===== src/rtl/isqrt_pkg.sv =====
package isqrt_pkg;

    // Root width for a given radicand width.
    function automatic int root_width(input int rad_w);
        return rad_w / 2;
    endfunction

    // Remainder width: two bits above the root width.
    function automatic int rem_width(input int rad_w);
        return rad_w / 2 + 2;
    endfunction

    // Stage k still holds rad_w - 2k unconsumed radicand bits. The pieces of
    // all stages are packed back to back; this gives where piece k starts.
    function automatic int rest_offset(input int rad_w, input int k);
        return k * rad_w - k * (k - 1);
    endfunction

endpackage


===== src/rtl/isqrt_stage.sv =====
module isqrt_stage #(
    parameter  int RAD_W  = 32,
    parameter  int IN_W   = 32,
    localparam int ROOT_W = RAD_W / 2,
    localparam int REM_W  = ROOT_W + 2,
    localparam int KEEP_W = (IN_W > 2) ? IN_W - 2 : 1
) (
    input  logic              clk,
    input  logic              rst,
    input  logic              in_valid,
    input  logic [IN_W-1:0]   rest_in,
    input  logic [REM_W-1:0]  rem_in,
    input  logic [ROOT_W-1:0] root_in,
    output logic              out_valid,
    output logic [KEEP_W-1:0] rest_out,
    output logic [REM_W-1:0]  rem_out,
    output logic [ROOT_W-1:0] root_out
);

    typedef struct packed {
        logic              valid;
        logic [KEEP_W-1:0] rest;
        logic [REM_W-1:0]  rem;
        logic [ROOT_W-1:0] root;
    } stage_t;

    stage_t            s_d, s_q;
    logic [1:0]        pair;
    logic [REM_W+1:0]  widened;
    logic [REM_W-1:0]  trial;
    logic [REM_W-1:0]  diff;
    logic              fits;
    logic [KEEP_W-1:0] rest_next;

    // The top two unconsumed radicand bits enter this stage.
    assign pair = rest_in[IN_W-1 -: 2];

    // Only the bits not yet consumed are carried on; the last stage has none.
    generate
        if (IN_W > 2) begin : g_carry
            assign rest_next = rest_in[IN_W-3:0];
        end else begin : g_drop
            assign rest_next = '0;
        end
    endgenerate

    always_comb begin
        widened     = {rem_in, pair};
        trial       = {root_in, 2'b01};
        fits        = (widened >= {2'b00, trial});
        diff        = widened[REM_W-1:0] - trial;
        s_d.valid   = in_valid;
        s_d.rest    = rest_next;
        s_d.rem     = fits ? diff : widened[REM_W-1:0];
        s_d.root    = {root_in[ROOT_W-2:0], fits};
    end

    always_ff @(posedge clk) begin
        s_q <= s_d;
        if (rst) begin
            s_q.valid <= 1'b0;
        end
    end

    assign out_valid = s_q.valid;
    assign rest_out  = s_q.rest;
    assign rem_out   = s_q.rem;
    assign root_out  = s_q.root;

endmodule


===== src/rtl/isqrt_unit.sv =====
module isqrt_unit
    import isqrt_pkg::*;
#(
    parameter  int RAD_W  = 32,
    localparam int ROOT_W = RAD_W / 2,
    localparam int REM_W  = RAD_W / 2 + 2
) (
    input  logic              clk,
    input  logic              rst,
    input  logic              in_valid,
    input  logic [RAD_W-1:0]  radicand,
    output logic              out_valid,
    output logic [ROOT_W-1:0] root,
    output logic [REM_W-1:0]  rem
);

    localparam int STAGES = root_width(RAD_W);
    localparam int REST_W = rest_offset(RAD_W, STAGES);

    logic [REST_W-1:0] rest_all;
    logic              vld_c  [0:STAGES];
    logic [REM_W-1:0]  rem_c  [0:STAGES];
    logic [ROOT_W-1:0] root_c [0:STAGES];
    logic              unused_tail;

    assign rest_all[rest_offset(RAD_W, 0) +: RAD_W] = radicand;
    assign vld_c[0]  = in_valid;
    assign rem_c[0]  = '0;
    assign root_c[0] = '0;

    generate
        for (genvar k = 0; k < STAGES; k++) begin : g_stage
            localparam int IN_W  = RAD_W - 2 * k;
            localparam int KW    = (IN_W > 2) ? IN_W - 2 : 1;
            localparam int OFF   = rest_offset(RAD_W, k);
            localparam int OFF_N = rest_offset(RAD_W, k + 1);

            logic [KW-1:0] rest_o;

            isqrt_stage #(
                .RAD_W (RAD_W),
                .IN_W  (IN_W)
            ) u_stage (
                .clk       (clk),
                .rst       (rst),
                .in_valid  (vld_c[k]),
                .rest_in   (rest_all[OFF +: IN_W]),
                .rem_in    (rem_c[k]),
                .root_in   (root_c[k]),
                .out_valid (vld_c[k+1]),
                .rest_out  (rest_o),
                .rem_out   (rem_c[k+1]),
                .root_out  (root_c[k+1])
            );

            if (k < STAGES - 1) begin : g_link
                assign rest_all[OFF_N +: KW] = rest_o;
            end else begin : g_end
                assign unused_tail = rest_o[0];
            end
        end
    endgenerate

    assign out_valid = vld_c[STAGES];
    assign root      = root_c[STAGES];
    assign rem       = rem_c[STAGES];

endmodule


===== config.mk =====
export PLATFORM = sky130hd
export DESIGN_NAME = isqrt_unit
export DESIGN_NICKNAME = d
export VERILOG_FILES = /design/src/rtl/isqrt_pkg.sv /design/src/rtl/isqrt_stage.sv /design/src/rtl/isqrt_unit.sv
export SDC_FILE = /design/constraint.sdc
export NUM_CORES = 1
export LEC_CHECK = 0
export BUFFER_PORTS_ARGS = -buffer_cell sky130_fd_sc_hd__buf_4
export CAP_MARGIN = 10
export CELL_PAD_IN_SITES_DETAIL_PLACEMENT = 0
export CELL_PAD_IN_SITES_GLOBAL_PLACEMENT = 1
export CORE_AREA = 2 2 234 236
export DETAILED_ROUTE_END_ITERATION = 8
export DIE_AREA = 0 0 236 238
export GPL_TIMING_DRIVEN = 0
export MAX_ROUTING_LAYER = met4
export PLACE_DENSITY = 0.82
export SLEW_MARGIN = 15
export SYNTH_ARGS = -nofsm -noshare
export SYNTH_HDL_FRONTEND = slang
export SYNTH_SLANG_ARGS = --single-unit
export TNS_END_PERCENT = 100

===== constraint.sdc =====
create_clock -name clk -period 4.4 [get_ports clk]
set_input_delay 0.44 -clock clk [delete_from_list [all_inputs] [get_ports clk]]
set_output_delay 0.44 -clock clk [all_outputs]
set_load 0.02 [all_outputs]

==> results by stage <==
Timing:
- Derived from the worst setup path, the maximum achievable clock frequency is 269 MHz.
- For the finished layout, the period the worst path requires is 3720 ps.
- The max-slew violation count is 0.
- The count of final hold-check violations is 0.
- Adding up every negative setup slack in the final design gives 0 ps.
- The worst clock skew is 15.1 ps.
- Across all setup checks in the final design, the least slack found is 683 ps.
- Setup violations remaining at the end of the flow were counted as 0.
- In the finished design, the share of the clock period the worst path needs comes to 0.845.
- For the pin with the worst max-slew slack, the measured transition is 892 ps.
- Setup repair after global routing left no endpoint under its margin.
- Hold timing on the final database bottoms out at a slack of 54.7 ps.
- The worst pin sits at a relative slew slack of 0.397.

Synthesis:
- The sequential cell area fraction in the yosys report is 0.552.
- Synthesis instantiated 70 different standard cells from the library.
- The number of synthesized flops with an enable pin is 0.
- During synthesis, Yosys emitted a total of 0 warnings.
- The post-synthesis cell count is 2,325.
- The mean cell area of the mapped netlist is 10.3 um2.
- In the synthesized netlist the dominant register cell turns out to be sky130_fd_sc_hd__dfxtp_1.
- The cell type with the highest aggregate area in the netlist is sky130_fd_sc_hd__dfxtp_1.
- After synthesis the cells add up to 23,900 um2.
- When the netlist entered floorplanning its net count stood at 2,515.
- Yosys attributes the largest share of cell area to sky130_fd_sc_hd__dfxtp_1 (55%), sky130_fd_sc_hd__ha_1 (8.1%), sky130_fd_sc_hd__xnor2_1 (4.3%), sky130_fd_sc_hd__a21oi_1 (3.4%), sky130_fd_sc_hd__xor2_1 (3.3%).
- The number of synthesized register bits is 660.
- For this run, asynchronously set or reset flops after synthesis account for 0.
- The fraction of post-synthesis cell area in the top cell type by area is 0.552.

Place:
- The last weighted congestion value of the routability-driven placer is 0.894.
- During placement, the flow inserted port buffers numbering 69.
- Summed over all nets, the half-perimeter wirelength after detailed placement is 34,100 um.
- The cell area after placement is 25,300 um2.
- OpenSTA, run right after detailed placement, puts the worst setup slack at 861 ps.

Global route:
- The initial antenna violation count is 1.
- The total overflow left after global routing is 0.
- The first global-routing pass estimated 75,300 um of wire.
- Entering global routing, the biggest net connects 16 pins.
- The combined global-route utilization of all metal layers is 0.167.
- The via count of the first global-routing pass is 15.7k.

Floorplanning:
- The total number of placement rows is 85.
- The die is 238 um tall.
- The width of the chip is 236 um.
- The number of top-level pins is 70.
- The die covers 56,200 um2.
- The effective utilization at floorplan is 0.447.
- The core area is 53,500 um2.

Clock network:
- In this run the number of H-tree levels came out at 3.
- TritonCTS built the clock tree.
- The number of clock buffers added by TritonCTS is 67.
- The quantity of gates resized following cts is 0.
- Clock latency on the worst-skew pair, taken at its later pin, is 590 ps.
- The tree built by TritonCTS fans out to 660 sinks.
- The post-CTS clock slew at the launch and capture registers of the worst setup and hold paths is 60 ps.
- The maximum number of buffers from clock root to sink is 3.
- The hold-fix buffer count after cts is 32.
- The root buffer cell chosen for the clock tree is sky130_fd_sc_hd__clkbuf_16.
- The number of setup buffers added after CTS is 0.

Final layout:
- Of the cells placed in the final design, the portion with a size suffix greater than 1 is 0.0933.
- The number of fillers in the final layout is 4,700.
- The finished layout cell area is 27,900 um2.
- The post-layout utilization of the core is 0.522.
- The growth of design area from synthesis to finish is 16.7%.
- The net count reported at finish is 2,685.

Routing:
- The number of detailed-route iterations in the first pass is 7.
- The post-route antenna net violation count is 0.
- The detailed router placed 16.1k vias in this run.
- After the first detailed-routing iteration, the DRC count stood at 968.
- The average wire per standard cell is 14.0 um.
- The via density per instance is 4.97.
- After detailed routing, the total wire length is 45,300 um.
- After detailed routing, the number of remaining DRC violations is 0.

Worst hold path:
- The worst hold path class is in -> reg.
- The start point of the worst hold path is rst.

Setup path:
- The worst path required time is 4840 ps.
- The path type of the worst setup path is reg -> reg.
- Walking the worst path, the cells encountered are inv_1 -> ha_1 -> nor2b_1 -> o31ai_1 -> a31oi_1 -> a21oi_1 -> o211ai_1 -> clkbuf_1 -> clkbuf_1 -> a21oi_1.
- The buffer and inverter count on the worst path is 3.
- The critical-path maximum fanout is 10.
- STA puts the critical path data arrival time at 4160 ps.
- The critical path starts at g_stage[13].u_stage.root_out[0]$_DFF_P_.
- The kind of start point of the critical path is a register.
- For this design, the slowest cell found on the critical path is sky130_fd_sc_hd__clkbuf_1.
- The worst setup path is captured at a register.
- The maximum single-stage delay on the critical path is 570 ps.
- The family of cells with the greatest summed delay on the critical path is compound AO/OA/AOI/OAI gates.
- The worst register-to-register path begins at g_stage[13].u_stage.root_out[0]$_DFF_P_.

Power and ir drop:
- The power per standard cell area is 608 nW/um2.
- The static leakage is 0.0129 uW.
- Across the VDD grid, the largest voltage drop is 0.354 mV.

Flow run:
- The max-capacitance violation count is 0.

Run status:
- The run finished with clean final reports.
-- report_power, final --
group	total, uW	switching [uW]	internal [uW]
Clock	5610	2300	3310
Combinational	3540	1910	1630
Sequential	7810	712	7100
-- Yosys cell counts, types with 14 or more instances --
cell / number
sky130_fd_sc_hd__dfxtp_1: 660
sky130_fd_sc_hd__inv_1: 198
sky130_fd_sc_hd__a21oi_1: 164
sky130_fd_sc_hd__nor2_1: 159
sky130_fd_sc_hd__ha_1: 155
sky130_fd_sc_hd__nand2_1: 124
sky130_fd_sc_hd__xnor2_1: 117
sky130_fd_sc_hd__o21ai_0: 109
sky130_fd_sc_hd__xor2_1: 89
sky130_fd_sc_hd__nor3_1: 52
sky130_fd_sc_hd__nor2b_1: 42
sky130_fd_sc_hd__nand3_1: 34
sky130_fd_sc_hd__a21o_1: 33
sky130_fd_sc_hd__o21a_1: 32
sky130_fd_sc_hd__or3_1: 30
sky130_fd_sc_hd__clkbuf_1: 29
sky130_fd_sc_hd__nand2b_1: 29
sky130_fd_sc_hd__mux2_2: 27
sky130_fd_sc_hd__nor4_1: 24
sky130_fd_sc_hd__nand4_1: 21
sky130_fd_sc_hd__o211ai_1: 16
sky130_fd_sc_hd__a31oi_1: 15
sky130_fd_sc_hd__a211oi_1: 14
-- layout by cell type (no fill, tap or decap), drive strengths merged, types with 33 or more instances in the layout --
cell,instances
nand2,124
nand3,36
nor2b,42
nor3,52
a21oi,164
xnor2,117
nor2,160
xor2,89
a21o,33
ha,155
dfxtp,660
o21ai,110
inv,201
clkbuf,127
buf,76
-- cell type report --
class / instances / area [um2] / share of cell area
antenna: 1 / 2.50 / 0.0000896
buffer: 36 / 155 / 0.00556
clock buffer: 98 / 2030 / 0.0729
clock inverter: 26 / 241 / 0.00865
inverter: 198 / 743 / 0.0266
multi-input combinational: 1431 / 9820 / 0.352
sequential: 660 / 13200 / 0.473
tap: 696 / 871 / 0.0312
timing repair buffer: 101 / 838 / 0.0300
-- path summary, 6_finish.rpt --
path / to / slack, ps / cells past startpoint
setup / recovery: g_stage[14].u_stage.rem_out[7]$_DFF_P_ / 680 / 10
setup reg to reg: g_stage[14].u_stage.rem_out[7]$_DFF_P_ / 680 / 10
hold / removal: g_stage[11].u_stage.out_valid$_SDFF_PP0_ / 50 / 2
hold reg to reg: g_stage[6].u_stage.rest_out[16]$_DFF_P_ / 320 / 0
-- stage by stage --
| stage | cells | power [uW] |
|---|---|---|
| 2_1_floorplan | 2325 | 10400 |
| 3_3_place_gp | 3090 | 11400 |
| 3_5_place_dp | 3090 | 11400 |
| 4_1_cts | 3246 | 17200 |
| 5_1_grt | 3247 | 18000 |
| 6_report | 3247 | 17000 |
-- routing by layer --
metal | GRT usage | part of all wire | up-vias
met5 | - | 0 | -
met4 | 0.0608 | 0.022 | 0
met3 | 0.0319 | 0.054 | 74
met2 | 0.262 | 0.45 | 348
met1 | 0.215 | 0.48 | 7428
li1 | - | - | 8277
-- registers in the layout, indices dropped and copies added, names as in the netlist --
| signal | count |
|---|---|
| g_stage.u_stage.out_valid | 16 |
| g_stage.u_stage.rem_out | 268 |
| g_stage.u_stage.rest_out | 240 |
| g_stage.u_stage.root_out | 136 |
-- logic make-up (layout without fill, tap and decap cells) --
kind of cell,count (synthesis),count (layout),synth area share
other,1,2,0.000157
buffers and inverters,234,459,0.0375
AND/OR/NAND/NOR,583,583,0.123
flip-flops,660,660,0.552
multiplexers,34,34,0.0156
adder cells (fa/ha/maj),155,155,0.0811
AO/OA/AOI/OAI,452,452,0.115
XOR/XNOR,206,206,0.0754
No activity file was read; power rests on OpenSTA's default activity.
